<file path="src/rtl/pfi_pkg.sv">
// Shared constants for the presence filter and interrupt aggregator.
// Assumes an 8-source interrupt vector and a 3-bit register address.
package pfi_pkg;
    localparam int GLITCH_W   = 4;    // glitch threshold width
    localparam int VALID_W    = 12;   // valid-width threshold width
    localparam int UNIT_LOG2  = 10;   // valid-width unit is 2**UNIT_LOG2 clocks
    localparam int NUM_SRC    = 8;    // interrupt sources
    localparam int NUM_CH     = 2;    // filtered channels
    localparam int ADDR_W     = 3;
    localparam int DATA_W     = 16;

    // Register addresses
    localparam logic [ADDR_W-1:0] A_HPD_CFG = 3'd0;
    localparam logic [ADDR_W-1:0] A_RXS_CFG = 3'd1;
    localparam logic [ADDR_W-1:0] A_MASK    = 3'd2;
    localparam logic [ADDR_W-1:0] A_STATUS  = 3'd3;
    localparam logic [ADDR_W-1:0] A_CLEAR   = 3'd4;
    localparam logic [ADDR_W-1:0] A_LEVELS  = 3'd5;

    // Status bit position of a channel's rising-edge event
    function automatic int rise_pos(input int ch);
        return (ch == 0) ? 1 : 6;
    endfunction

    // Status bit position of a channel's falling-edge event
    function automatic int fall_pos(input int ch);
        return (ch == 0) ? 2 : 7;
    endfunction
endpackage

</file>
<file path="src/rtl/pfi_sync2.sv">
// Two-flop synchroniser for asynchronous level inputs.
// Assumes the inputs are slow levels; no pulse capture is attempted.
module pfi_sync2 #(
    parameter int W = 1
) (
    input  logic         clk,
    input  logic         rst_n,
    input  logic [W-1:0] async_in,
    output logic [W-1:0] sync_out
);
    logic [W-1:0] meta_q;
    logic [W-1:0] sync_q;

    // Shift the input through two flops into the clock domain
    always_ff @(posedge clk) begin
        if (!rst_n) begin
            meta_q <= '0;
            sync_q <= '0;
        end else begin
            meta_q <= async_in;
            sync_q <= meta_q;
        end
    end

    assign sync_out = sync_q;
endmodule

</file>
<file path="src/rtl/pfi_level_filter.sv">
// One presence channel: synchroniser, glitch stage, coarse valid-width stage,
// and edge events. The glitch stage accepts a change after it has lasted
// glitch_max+1 clocks. The valid stage accepts it after
// valid_units*2**UL + 1 clocks. Events are single-cycle pulses on the edge
// where the filtered level changes. Assumes the thresholds are quasi-static;
// a lowered threshold takes effect at once through the >= compare.
module pfi_level_filter #(
    parameter int GW = 4,
    parameter int VW = 12,
    parameter int UL = 10
) (
    input  logic          clk,
    input  logic          rst_n,
    input  logic          raw_async,
    input  logic [GW-1:0] glitch_max,
    input  logic [VW-1:0] valid_units,
    output logic          level,
    output logic          rise_evt,
    output logic          fall_evt
);
    localparam int CW = VW + UL;

    logic          smp;
    logic [GW-1:0] gcnt_q;
    logic          glv_q;
    logic [CW-1:0] vcnt_q;
    logic          flv_q;
    logic [CW-1:0] vlimit;
    logic          g_take;
    logic          v_take;

    pfi_sync2 #(.W(1)) u_sync (
        .clk      (clk),
        .rst_n    (rst_n),
        .async_in (raw_async),
        .sync_out (smp)
    );

    // Compute the acceptance conditions of both stages
    always_comb begin
        vlimit = {valid_units, {UL{1'b0}}};
        g_take = (smp != glv_q) && (gcnt_q >= glitch_max);
        v_take = (glv_q != flv_q) && (vcnt_q >= vlimit);
    end

    // Glitch stage: count consecutive differing samples, adopt after N+1
    always_ff @(posedge clk) begin
        if (!rst_n) begin
            gcnt_q <= '0;
            glv_q  <= 1'b0;
        end else if (smp == glv_q) begin
            gcnt_q <= '0;
        end else if (g_take) begin
            glv_q  <= smp;
            gcnt_q <= '0;
        end else begin
            gcnt_q <= gcnt_q + 1'b1;
        end
    end

    // Valid stage: count how long the glitch-free level differs, adopt after M*1024+1
    always_ff @(posedge clk) begin
        if (!rst_n) begin
            vcnt_q <= '0;
            flv_q  <= 1'b0;
        end else if (glv_q == flv_q) begin
            vcnt_q <= '0;
        end else if (v_take) begin
            flv_q  <= glv_q;
            vcnt_q <= '0;
        end else begin
            vcnt_q <= vcnt_q + 1'b1;
        end
    end

    assign level    = flv_q;
    assign rise_evt = v_take & glv_q;
    assign fall_evt = v_take & ~glv_q;
endmodule

</file>
<file path="src/rtl/pfi_irq_ctrl.sv">
// Sticky interrupt status with hardware and software set, write-one-to-clear,
// and a masked OR to a single request. A set wins over a clear on the same
// bit in the same cycle.
module pfi_irq_ctrl #(
    parameter int NS = 8
) (
    input  logic          clk,
    input  logic          rst_n,
    input  logic [NS-1:0] hw_set,
    input  logic [NS-1:0] sw_set,
    input  logic [NS-1:0] sw_clr,
    input  logic [NS-1:0] mask,
    output logic [NS-1:0] status,
    output logic          irq
);
    logic [NS-1:0] status_q;
    logic [NS-1:0] any_set;

    // Merge all set sources
    always_comb begin
        any_set = hw_set | sw_set;
    end

    // Update sticky status: clear first, then set so that set wins
    always_ff @(posedge clk) begin
        if (!rst_n) begin
            status_q <= '0;
        end else begin
            status_q <= (status_q & ~sw_clr) | any_set;
        end
    end

    assign status = status_q;
    assign irq    = |(status_q & mask);
endmodule

</file>
<file path="src/rtl/presence_filter_irq.sv">
// Top: register port, two filtered presence channels, interrupt aggregation.
// Assumes a single clock and synchronous active-low reset. Reads are
// combinational; writes land on the sampling edge.
module presence_filter_irq
    import pfi_pkg::*;
#(
    parameter int GW = pfi_pkg::GLITCH_W,
    parameter int VW = pfi_pkg::VALID_W,
    parameter int UL = pfi_pkg::UNIT_LOG2,
    parameter int NS = pfi_pkg::NUM_SRC,
    parameter int AW = pfi_pkg::ADDR_W,
    parameter int DW = pfi_pkg::DATA_W
) (
    input  logic          clk,
    input  logic          rst_n,
    input  logic          reg_wr_en,
    input  logic [AW-1:0] reg_wr_addr,
    input  logic [DW-1:0] reg_wr_data,
    input  logic [AW-1:0] reg_rd_addr,
    output logic [DW-1:0] reg_rd_data,
    input  logic          hpd_raw,
    input  logic          rxsense_raw,
    input  logic [NS-1:0] ext_evt,
    output logic          irq
);
    localparam int CFG_W = GW + VW;
    localparam int NCH   = pfi_pkg::NUM_CH;

    logic [CFG_W-1:0] cfg_q [NCH];
    logic [NS-1:0]    mask_q;
    logic [NS-1:0]    set_sw;
    logic [NS-1:0]    clr_vec;
    logic [NS-1:0]    set_vec;
    logic [NS-1:0]    status_w;
    logic [NCH-1:0]   raw_in;
    logic [NCH-1:0]   level_w;
    logic [NCH-1:0]   rise_w;
    logic [NCH-1:0]   fall_w;
    logic [NS-1:0]    hw_set;

    assign raw_in = {rxsense_raw, hpd_raw};

    // Per-channel filter instances and their threshold registers
    for (genvar c = 0; c < NCH; c++) begin : gen_ch
        localparam logic [AW-1:0] CFG_ADDR = AW'(c);

        // Hold this channel's thresholds
        always_ff @(posedge clk) begin
            if (!rst_n) begin
                cfg_q[c] <= '0;
            end else if (reg_wr_en && reg_wr_addr == CFG_ADDR) begin
                cfg_q[c] <= reg_wr_data[CFG_W-1:0];
            end
        end

        pfi_level_filter #(.GW(GW), .VW(VW), .UL(UL)) u_filt (
            .clk         (clk),
            .rst_n       (rst_n),
            .raw_async   (raw_in[c]),
            .glitch_max  (cfg_q[c][GW-1:0]),
            .valid_units (cfg_q[c][CFG_W-1:GW]),
            .level       (level_w[c]),
            .rise_evt    (rise_w[c]),
            .fall_evt    (fall_w[c])
        );
    end

    // Hold the interrupt enable mask
    always_ff @(posedge clk) begin
        if (!rst_n) begin
            mask_q <= '0;
        end else if (reg_wr_en && reg_wr_addr == A_MASK) begin
            mask_q <= reg_wr_data[NS-1:0];
        end
    end

    // Decode software set and clear strobes
    always_comb begin
        set_sw  = '0;
        clr_vec = '0;
        if (reg_wr_en && reg_wr_addr == A_STATUS) set_sw  = reg_wr_data[NS-1:0];
        if (reg_wr_en && reg_wr_addr == A_CLEAR)  clr_vec = reg_wr_data[NS-1:0];
    end

    // Place channel edge events onto their status positions beside external events
    always_comb begin
        hw_set = ext_evt;
        for (int c = 0; c < NCH; c++) begin
            hw_set[rise_pos(c)] = hw_set[rise_pos(c)] | rise_w[c];
            hw_set[fall_pos(c)] = hw_set[fall_pos(c)] | fall_w[c];
        end
        set_vec = hw_set | set_sw;
    end

    pfi_irq_ctrl #(.NS(NS)) u_irq (
        .clk    (clk),
        .rst_n  (rst_n),
        .hw_set (hw_set),
        .sw_set (set_sw),
        .sw_clr (clr_vec),
        .mask   (mask_q),
        .status (status_w),
        .irq    (irq)
    );

    // Select read data by address
    always_comb begin
        reg_rd_data = '0;
        case (reg_rd_addr)
            A_HPD_CFG: reg_rd_data[CFG_W-1:0] = cfg_q[0];
            A_RXS_CFG: reg_rd_data[CFG_W-1:0] = cfg_q[1];
            A_MASK:    reg_rd_data[NS-1:0]    = mask_q;
            A_STATUS:  reg_rd_data[NS-1:0]    = status_w;
            A_LEVELS:  reg_rd_data[NCH-1:0]   = level_w;
            default:   reg_rd_data            = '0;
        endcase
    end
endmodule

</file>
<file path="config.mk">
export PLATFORM = sky130hd
export DESIGN_NAME = presence_filter_irq
export DESIGN_NICKNAME = d
export VERILOG_FILES = /design/src/rtl/pfi_pkg.sv /design/src/rtl/pfi_sync2.sv /design/src/rtl/pfi_level_filter.sv /design/src/rtl/pfi_irq_ctrl.sv /design/src/rtl/presence_filter_irq.sv
export SDC_FILE = /design/constraint.sdc
export NUM_CORES = 1
export LEC_CHECK = 0
export BUFFER_PORTS_ARGS = -buffer_cell sky130_fd_sc_hd__clkbuf_2
export CAP_MARGIN = 5
export CORE_MARGIN = 1
export CORE_UTILIZATION = 30
export CTS_CLUSTER_SIZE = 20
export DETAILED_ROUTE_END_ITERATION = 16
export GPL_ROUTABILITY_DRIVEN = 1
export GPL_TIMING_DRIVEN = 0
export PLACE_DENSITY_LB_ADDON = 0.2
export SYNTH_ARGS = -nofsm -noshare
export SYNTH_HDL_FRONTEND = slang
export SYNTH_SLANG_ARGS = --single-unit
</file>
<file path="constraint.sdc">
create_clock -name clk -period 4.3 [get_ports clk]
set_clock_uncertainty 0.15 [all_clocks]
set_input_delay 0.645 -clock clk [delete_from_list [all_inputs] [get_ports clk]]
set_output_delay 0.645 -clock clk [all_outputs]
set_load 0.05 [all_outputs]
</file>
==> results of run 1 <==
## final timing paths
path                                   from                                to  slack [ps]
min          gen_ch[0].u_filt.u_sync.meta_q  gen_ch[0].u_filt.u_sync.sync_out         290
min reg2reg  gen_ch[0].u_filt.u_sync.meta_q  gen_ch[0].u_filt.u_sync.sync_out         290
max                          reg_rd_addr[1]                    reg_rd_data[1]        1400
max reg2reg      gen_ch[1].u_filt.vcnt_q[0]       gen_ch[1].u_filt.vcnt_q[17]        2090
## worst max-delay path, stage by stage
cell and delay, ps:
clkbuf_2 110, clkbuf_1 480, nand2_1 110, o22a_1 190
o21ai_0 230, clkbuf_2 330
## cells in the mapped netlist (all sizes together), types with 12 or more instances
master and count:
dfxtp 76, nor2 70, inv 45, nand2 45, and2 44, ha 38
edfxtp 32, xor2 26, mux2i 22, xnor2 22, nor2b 19, nand3 17
nand4 13, a21oi 12, nor3 12
## cell usage in the layout, fill, tap and decap left out, types with 5 or more instances in the layout
cell and n:
clkbuf_1 9, a22oi_1 5, a21o_1 6, xor2_1 26
and3_1 11, mux4_2 6, ha_1 38, xnor2_1 22
clkbuf_16 9, nand2b_1 5, nand3_1 17, nor2_1 70
buf_6 5, edfxtp_1 32, mux2i_1 22, a21oi_1 12
inv_1 45, clkbuf_2 51, nand4_1 11, nand2_1 45
dfxtp_1 76, and2_1 44, nor2b_1 19, nor3_1 11
## state kept, by name, summed over array words and instances (netlist names)
signal,count
cfg_q,32
u_irq.status,8
gen_ch.u_filt.level,2
gen_ch.u_filt.u_sync.sync_out,2
gen_ch.u_filt.glv_q,2
gen_ch.u_filt.vcnt_q,44
gen_ch.u_filt.gcnt_q,8
gen_ch.u_filt.u_sync.meta_q,2
mask_q,8
## per-stage QoR
stage	util	hold slack, ps	setup slack [ps]	instances
4_1_cts	0.358	290	1350	881
6_report	0.358	291	1400	881
5_1_grt	0.358	313	1280	881
3_5_place_dp	0.341	270	1260	865
2_1_floorplan	-	262	1240	585
3_3_place_gp	0.341	271	1280	865
## power by group through the flow
stage | clock (mW) | sequential [mW] | combinational, mW
floorplan | 0 | 1.11 | 0.130
global placement | 0 | 1.12 | 0.192
detailed placement | 0 | 1.12 | 0.195
CTS | 0.876 | 1.10 | 0.196
global route | 0.912 | 1.10 | 0.212
finish | 0.848 | 1.10 | 0.192
## final cells by class
class | count | area (sq um) | area share
buffer | 18 | 109 | 0.0167
sequential | 108 | 2480 | 0.381
clock buffer | 10 | 239 | 0.0367
timing repair buffer | 51 | 255 | 0.0392
tap | 229 | 287 | 0.0440
inverter | 45 | 169 | 0.0259
clock inverter | 6 | 61.3 | 0.00942
multi-input combinational | 414 | 2910 | 0.447
## layer usage
layer	vias up	part of all wire
met5	-	0.00083
met2	80	0.46
met1	1949	0.49
met4	2	0.0082
li1	2116	-
met3	10	0.046
## cell families after synthesis
logic type	count (synthesis)
muxes	29
DFF	108
xor gates and xnor gates	48
AOI/OAI and AO/OA	45
and+or+nand+nor	254
adders and majority gates	38
buffers and inverters	63
==> reports/summary.txt, run 1 <==
grt ovf - 0
Longest Clk Path Bufs - 2
#FFs+latches synth - 108
Logic pwr share - 0.090
synth top area cells - dfxtp_1, edfxtp_1, ha_1, and2_1, nor2_1
Avg Inst Size Synth - 9.69 sq um
critical path class - input pin to output port
GRT Overall Usage - 0.142
Adder-Cell Fraction of Synth Area - 0.0839
Critical Path AT - 2110 ps
cell count after synthesis - 585
CTS tree - built
ANT cells - 0
Mapped Nets - 658
Int Pwr - 1.58 mW
gr busiest metal - met2
initial antenna violation count - 1
top cell type's share of synthesized area - 0.268
H-tree lvl count - 3
Peak VDD IR - 0.210 mV
clock-pin slew on the worst setup and hold paths - 80 ps
1st-iter DRT viols - 262
PortBufs - 51
FF-to-FF path depth - 8
first-pass GRT wire length - 21.1 mm
Max Freq - 344 MHz
post-CTS sizing - 0
met1 usage - 0.192
met3 Usage GRT - 0.0310
Pleak - 2.69 nW
# setup viols final - 0
cell area after synthesis - 5670 sq um
CTS Buf Count - 9
Simple-Gate Fraction of Synth Area - 0.233
Core Rows - 49
Die Y - 139 um
vias in the first global route - 3954
post-synthesis cell type count - 47
final wirelength - 13.2 mm
Die X - 139 um
Post-DP Area - 6210 sq um
TritonRoute pass-1 iters - 4
combinational family with the most area after synthesis - simple AND/OR/NAND/NOR gates
Worst Hold Path Cells - 1
share of layout cells above drive strength 1 - 0.135
xor and xnor area share after synthesis - 0.0742
clock sinks - 108
met2 Track Usage GR - 0.225
post-route minimum period - 2900 ps
startpoint types - input pin
fillers - 1826
Main synth FF type - dfxtp_1
outcome - completed
Root Buffer - clkbuf_16
Initial Util - 0.311
Synth Area in Compound Gates - 0.0574
post-DR vias/cell - 4.72
area leader, netlist - dfxtp_1
Net Sw Frac - 0.262
Post-CTS Setup Inserts - 0
core area - 18200 sq um
DIE AREA - 19400 sq um
CTS Hold Bufs - 0
final cycle utilization of the critical path - 0.675
Async SR Flop Fraction - 0
Tightest Pin Transition - 1250 ps
area delta synth->final - 14.9%
largest net degree at the start of global routing - 21
Worst slew margin - 0.166
Pwr Total - 2.14 mW
setup total negative slack - 0 ps
post-layout instance area - 6510 sq um
mux cell area share after synthesis - 0.0647
CP Capture Type - output port
critical-path maximum fanout - 10
CP required - 3500 ps
sequential cell area fraction in the yosys report - 0.438
final hold violation count - 0
RSZ-0062 raised after global routing - no
Pwr Density - 329 nW/um^2
Antenna Nets Post-Route - 0
DRC - 0
Hold WC Path Type - flip-flop to flip-flop
via count - 4157
Reg power frac - 0.514
# nets final - 720
Slew Viols, Final - 0
switching pwr - 0.562 mW
routed len/inst - 15.0 um
EDFF count, synth - 32
post-DP HPWL - 10.1 mm
clock latency on the worst-skew pair - 360 ps
RD Place Congestion - 0.778
clock share of power - 0.396
Yosys warning total - 0
# IOs - 52
Max-Cap Viols - 0
Note: power is estimated with default switching activity, not from simulation.
==> inputs of run 2 (changes only) <==
- clock period: 4.3 -> 2.5 ns (I/O delays scaled with it)
==> run 2 against run 1 <==
  * Core utilization shrank 0.18 points
  * Sequential power grew 72%
  * Largest cell class unchanged
  * First-iteration DRC count shrank 34%
  * Critical path depth shrank 2
==> reports/summary.txt, run 2 (same netlist as run 1, synthesis figures left out) <==
Crit path top cell by count - clkbuf_1
startpoint types - input pin
vias in the first global route - 4039
post-route minimum period - 2400 ps
Int Pwr - 2.65 mW
Slew Viols, Final - 0
ANT cells - 0
# nets final - 720
Hold WC Path Type - input pin to flip-flop
CTS tree - built
initial antenna violation count - 0
fillers - 1815
Core Rows - 49
CP required - 2250 ps
final wirelength - 13.4 mm
clock share of power - 0.378
CP Capture Type - flip-flop
Post-DP Area - 6210 sq um
post-DR vias/cell - 4.70
Tightest Pin Transition - 1280 ps
Net Sw Frac - 0.257
Logic pwr share - 0.092
most frequent cells in the layout - dfxtp_1, nor2_1, clkbuf_2
biggest regs - gen_ch.u_filt.vcnt_q: 44 flops, cfg_q: 32 flops
switching pwr - 0.917 mW
Worst Hold Path Cells - 2
Die X - 139 um
Post-Route Utilization - 0.356
Root Buffer - clkbuf_16
Die Y - 139 um
CP top delay family - buffers and inverters
RSZ-0062 raised after global routing - yes
area delta synth->final - 14.3%
# setup viols final - 0
H-tree lvl count - 3
Peak VDD IR - 0.329 mV
CP max stage cell - nand2_1
worst r2r dst - gen_ch[0].u_filt.vcnt_q[17]
WHS Endpoint - gen_ch[1].u_filt.u_sync.meta_q
PnR worst setup slack - 100 ps
# IOs - 52
critical-path maximum fanout - 16
Initial Util - 0.311
clock-pin slew on the worst setup and hold paths - 70 ps
Reg power frac - 0.530
worst-path cell chain - clkbuf_2 > clkbuf_1 > clkbuf_1 > nand2_1
TritonRoute pass-1 iters - 5
worst stage delay on the critical path - 620 ps
routed len/inst - 15.3 um
clock sinks - 108
post-layout instance area - 6480 sq um
Max Freq - 417 MHz
final hold violation count - 0
share of layout cells above drive strength 1 - 0.133
first-pass GRT wire length - 21.7 mm
flip-flop count of the largest register after layout - 44
largest net degree at the start of global routing - 18
Pleak - 2.67 nW
RD Place Congestion - 0.777
critical path class - input pin to flip-flop
GRT Overall Usage - 0.146
core area - 18200 sq um
final std cells w/o fill - 881
CTS Hold Bufs - 0
grt ovf - 0
outcome - completed
post-DP HPWL - 10.2 mm
hold path start - rxsense_raw
post-CTS sizing - 0
worst path buffer plus inverter count - 3
Antenna Nets Post-Route - 0
most common cell after layout, fill and taps aside - dfxtp_1
CTS Buf Count - 9
Worst slew margin - 0.142
DRC - 0
Max-Cap Viols - 0
dpl cells - 865
FF-to-FF Start - cfg_q[0][5]
Largest Register - gen_ch.u_filt.vcnt_q
flop2flop setup slack - 340 ps
final cycle utilization of the critical path - 0.960
clock latency on the worst-skew pair - 360 ps
1st-iter DRT viols - 174
PortBufs - 51
FF-to-FF path depth - 8
DIE AREA - 19400 sq um
Critical Path AT - 2150 ps
Placement Setup Slack - -294 ps
Post-CTS Setup Inserts - 0
via count - 4138
Longest Clk Path Bufs - 2
Pwr Density - 551 nW/um^2
run 2: per-stage QoR:
step                hold slack (ps)  TNS [ps]  power (mW)
floorplan                       262         0        2.14
global placement                273    -10040        2.26
detailed placement              268     -9330        2.27
CTS                            69.6         0        3.62
global route                   81.5      -194        3.72
finish                         78.8         0        3.57
run 2: layout make-up:
cell class / count / area (sq um) / area share
Buffer: 18 / 109 / 0.0168
Clock buffer: 10 / 229 / 0.0353
Clock inverter: 6 / 38.8 / 0.00599
Inverter: 45 / 169 / 0.0261
Multi-Input combinational cell: 414 / 2910 / 0.449
Sequential cell: 108 / 2480 / 0.383
Tap cell: 229 / 287 / 0.0442
Timing Repair Buffer: 51 / 255 / 0.0394
run 2: worst max-delay path by stage:
stage	from	end	slack, ps	cells after the start
after global routing	rst_n	cfg_q[0][11]	-20	4
after detailed placement	rst_n	cfg_q[0][9]	-290	4
after floorplan	reg_rd_addr[0]	reg_rd_data[0]	180	4
final	rst_n	cfg_q[1][13]	100	4
after CTS	rst_n	cfg_q[0][11]	70	4
after global placement	rst_n	cfg_q[0][9]	-330	4
run 2: power groups by stage:
stage	clock network [mW]	registers (mW)	logic, mW
3_3_place_gp	0	1.93	0.332
5_1_grt	1.46	1.90	0.361
4_1_cts	1.40	1.89	0.334
6_report	1.35	1.89	0.329
3_5_place_dp	0	1.93	0.333
2_1_floorplan	0	1.91	0.223
run 2: metal layers:
layer / vias up / global-route usage / routed length, um
met3: 15 / 0.0354 / 476
met1: 1935 / 0.191 / 6620
met4: 0 / 0.0427 / 206
met2: 72 / 0.237 / 6150
met5: - / 0 / 0
li1: 2116 / - / -
==> inputs of run 3 (changes only) <==
- CAP_MARGIN: 5 -> unset
- CORE_ASPECT_RATIO: unset -> 1.5
==> run 3 against run 2 <==
  * Register-to-register slack improved by 60 ps
  * Sequential share of layout area shrank 0.17 points
  * Non-clock buffer count unchanged
  * Critical endpoint is now cfg_q[0][6]
  * Largest cell class unchanged
  * Largest power group unchanged
  * Highest routed layer unchanged
==> reports/summary.txt, run 3 (same netlist as run 1, synthesis figures left out) <==
initial antenna violation count - 0
1st-iter DRT viols - 128
Pwr Density - 542 nW/um^2
final hold violation count - 0
Peak VDD IR - 0.273 mV
most frequent cells in the layout - dfxtp_1, nor2_1, clkbuf_2
post-DR vias/cell - 4.56
clock latency on the worst-skew pair - 340 ps
worst stage delay on the critical path - 650 ps
# nets final - 720
Longest Clk Path Bufs - 2
dpl cells - 888
clock sinks - 108
CTS tree - built
# IOs - 52
flip-flop count of the largest register after layout - 44
Critical Path AT - 2160 ps
first-pass GRT wire length - 21.0 mm
GRT Overall Usage - 0.143
post-route minimum period - 2430 ps
Tightest Pin Transition - 1240 ps
outcome - completed
final cycle utilization of the critical path - 0.971
critical-path maximum fanout - 16
post-DP HPWL - 9.96 mm
Pwr Total - 3.53 mW
worst path buffer plus inverter count - 3
most common cell after layout, fill and taps aside - dfxtp_1
biggest regs - gen_ch.u_filt.vcnt_q: 44 flops, cfg_q: 32 flops
RD Place Congestion - 0.859
RSZ-0062 raised after global routing - yes
final std cells w/o fill - 904
fillers - 1897
largest net degree at the start of global routing - 18
final wirelength - 13.0 mm
Die X - 114 um
startpoint types - input pin
routed len/inst - 14.4 um
CP max stage cell - nand2_1
area delta synth->final - 14.8%
PortBufs - 51
worst-path cell chain - clkbuf_2 > clkbuf_1 > clkbuf_1 > nand2_1
grt ovf - 0
DIE AREA - 19500 sq um
H-tree lvl count - 3
Hold WC Path Type - input pin to flip-flop
Initial Util - 0.306
Max-Cap Viols - 0
vias in the first global route - 4195
Core Rows - 61
Antenna Nets Post-Route - 0
CP Capture Type - flip-flop
critical path class - input pin to flip-flop
ANT cells - 0
TritonRoute pass-1 iters - 4
# setup viols final - 0
via count - 4124
Worst slew margin - 0.172
setup total negative slack - 0 ps
Largest Register - gen_ch.u_filt.vcnt_q
CTS Hold Bufs - 0
CP top delay family - buffers and inverters
CTS Buf Count - 9
Root Buffer - clkbuf_16
Placement Setup Slack - -314 ps
Pleak - 2.67 nW
Max Freq - 412 MHz
PnR worst setup slack - 73.4 ps
CP required - 2240 ps
share of layout cells above drive strength 1 - 0.132
clock-pin slew on the worst setup and hold paths - 70 ps
post-CTS sizing - 0
core area - 18500 sq um
Die Y - 170 um
Crit path top cell by count - clkbuf_1
DRC - 0
Slew Viols, Final - 0
Post-CTS Setup Inserts - 0
-- run 3: cell types whose count changed in the layout (fill, tap and decap cells not counted), sizes merged --
cell | before | now
clkinv | 3 | 4
clkinvlp | 2 | 1
-- run 3: where the power goes --
part,switching (mW),leakage (nW),internal (mW),total (mW)
combinational,0.202,1.62,0.123,0.325
clock,0.632,0.130,0.675,1.31
sequential,0.0402,0.925,1.86,1.90
-- run 3: worst paths after layout --
path / slack, ps / from / depth (start not counted) / endpoint
worst max-delay path: 70 / rst_n / 4 / cfg_q[0][6]
worst min-delay path: 90 / hpd_raw / 2 / gen_ch[0].u_filt.u_sync.meta_q
worst max register to register: 400 / gen_ch[1].u_filt.vcnt_q[0] / 8 / gen_ch[1].u_filt.vcnt_q[13]
worst min register to register: 280 / gen_ch[1].u_filt.u_sync.meta_q / 1 / gen_ch[1].u_filt.u_sync.sync_out
-- run 3: metrics by stage --
step	util	instance area, sq um	hold WS, ps
6_report	0.351	6510	86.1
5_1_grt	0.351	6510	88.2
4_1_cts	0.351	6510	69.3
3_5_place_dp	0.336	6240	269
3_3_place_gp	0.336	6240	266
2_1_floorplan	-	5670	262
-- run 3: per-layer routing --
layer | vias up | part of all wire | GRT usage
met1 | 1924 | 0.46 | 0.176
li1 | 2113 | - | -
met3 | 13 | 0.034 | 0.0224
met4 | 0 | 0.019 | 0.0531
met2 | 74 | 0.49 | 0.248
met5 | - | 0 | 0
-- run 3: layout make-up --
type,instances,area (sq um),area share
Multi-Input combinational cell,414,2910,0.447
Sequential cell,108,2480,0.382
Tap cell,252,315,0.0485
Timing Repair Buffer,51,255,0.0392
Clock buffer,10,229,0.0352
Inverter,45,169,0.0260
Buffer,18,109,0.0167
Clock inverter,6,38.8,0.00596
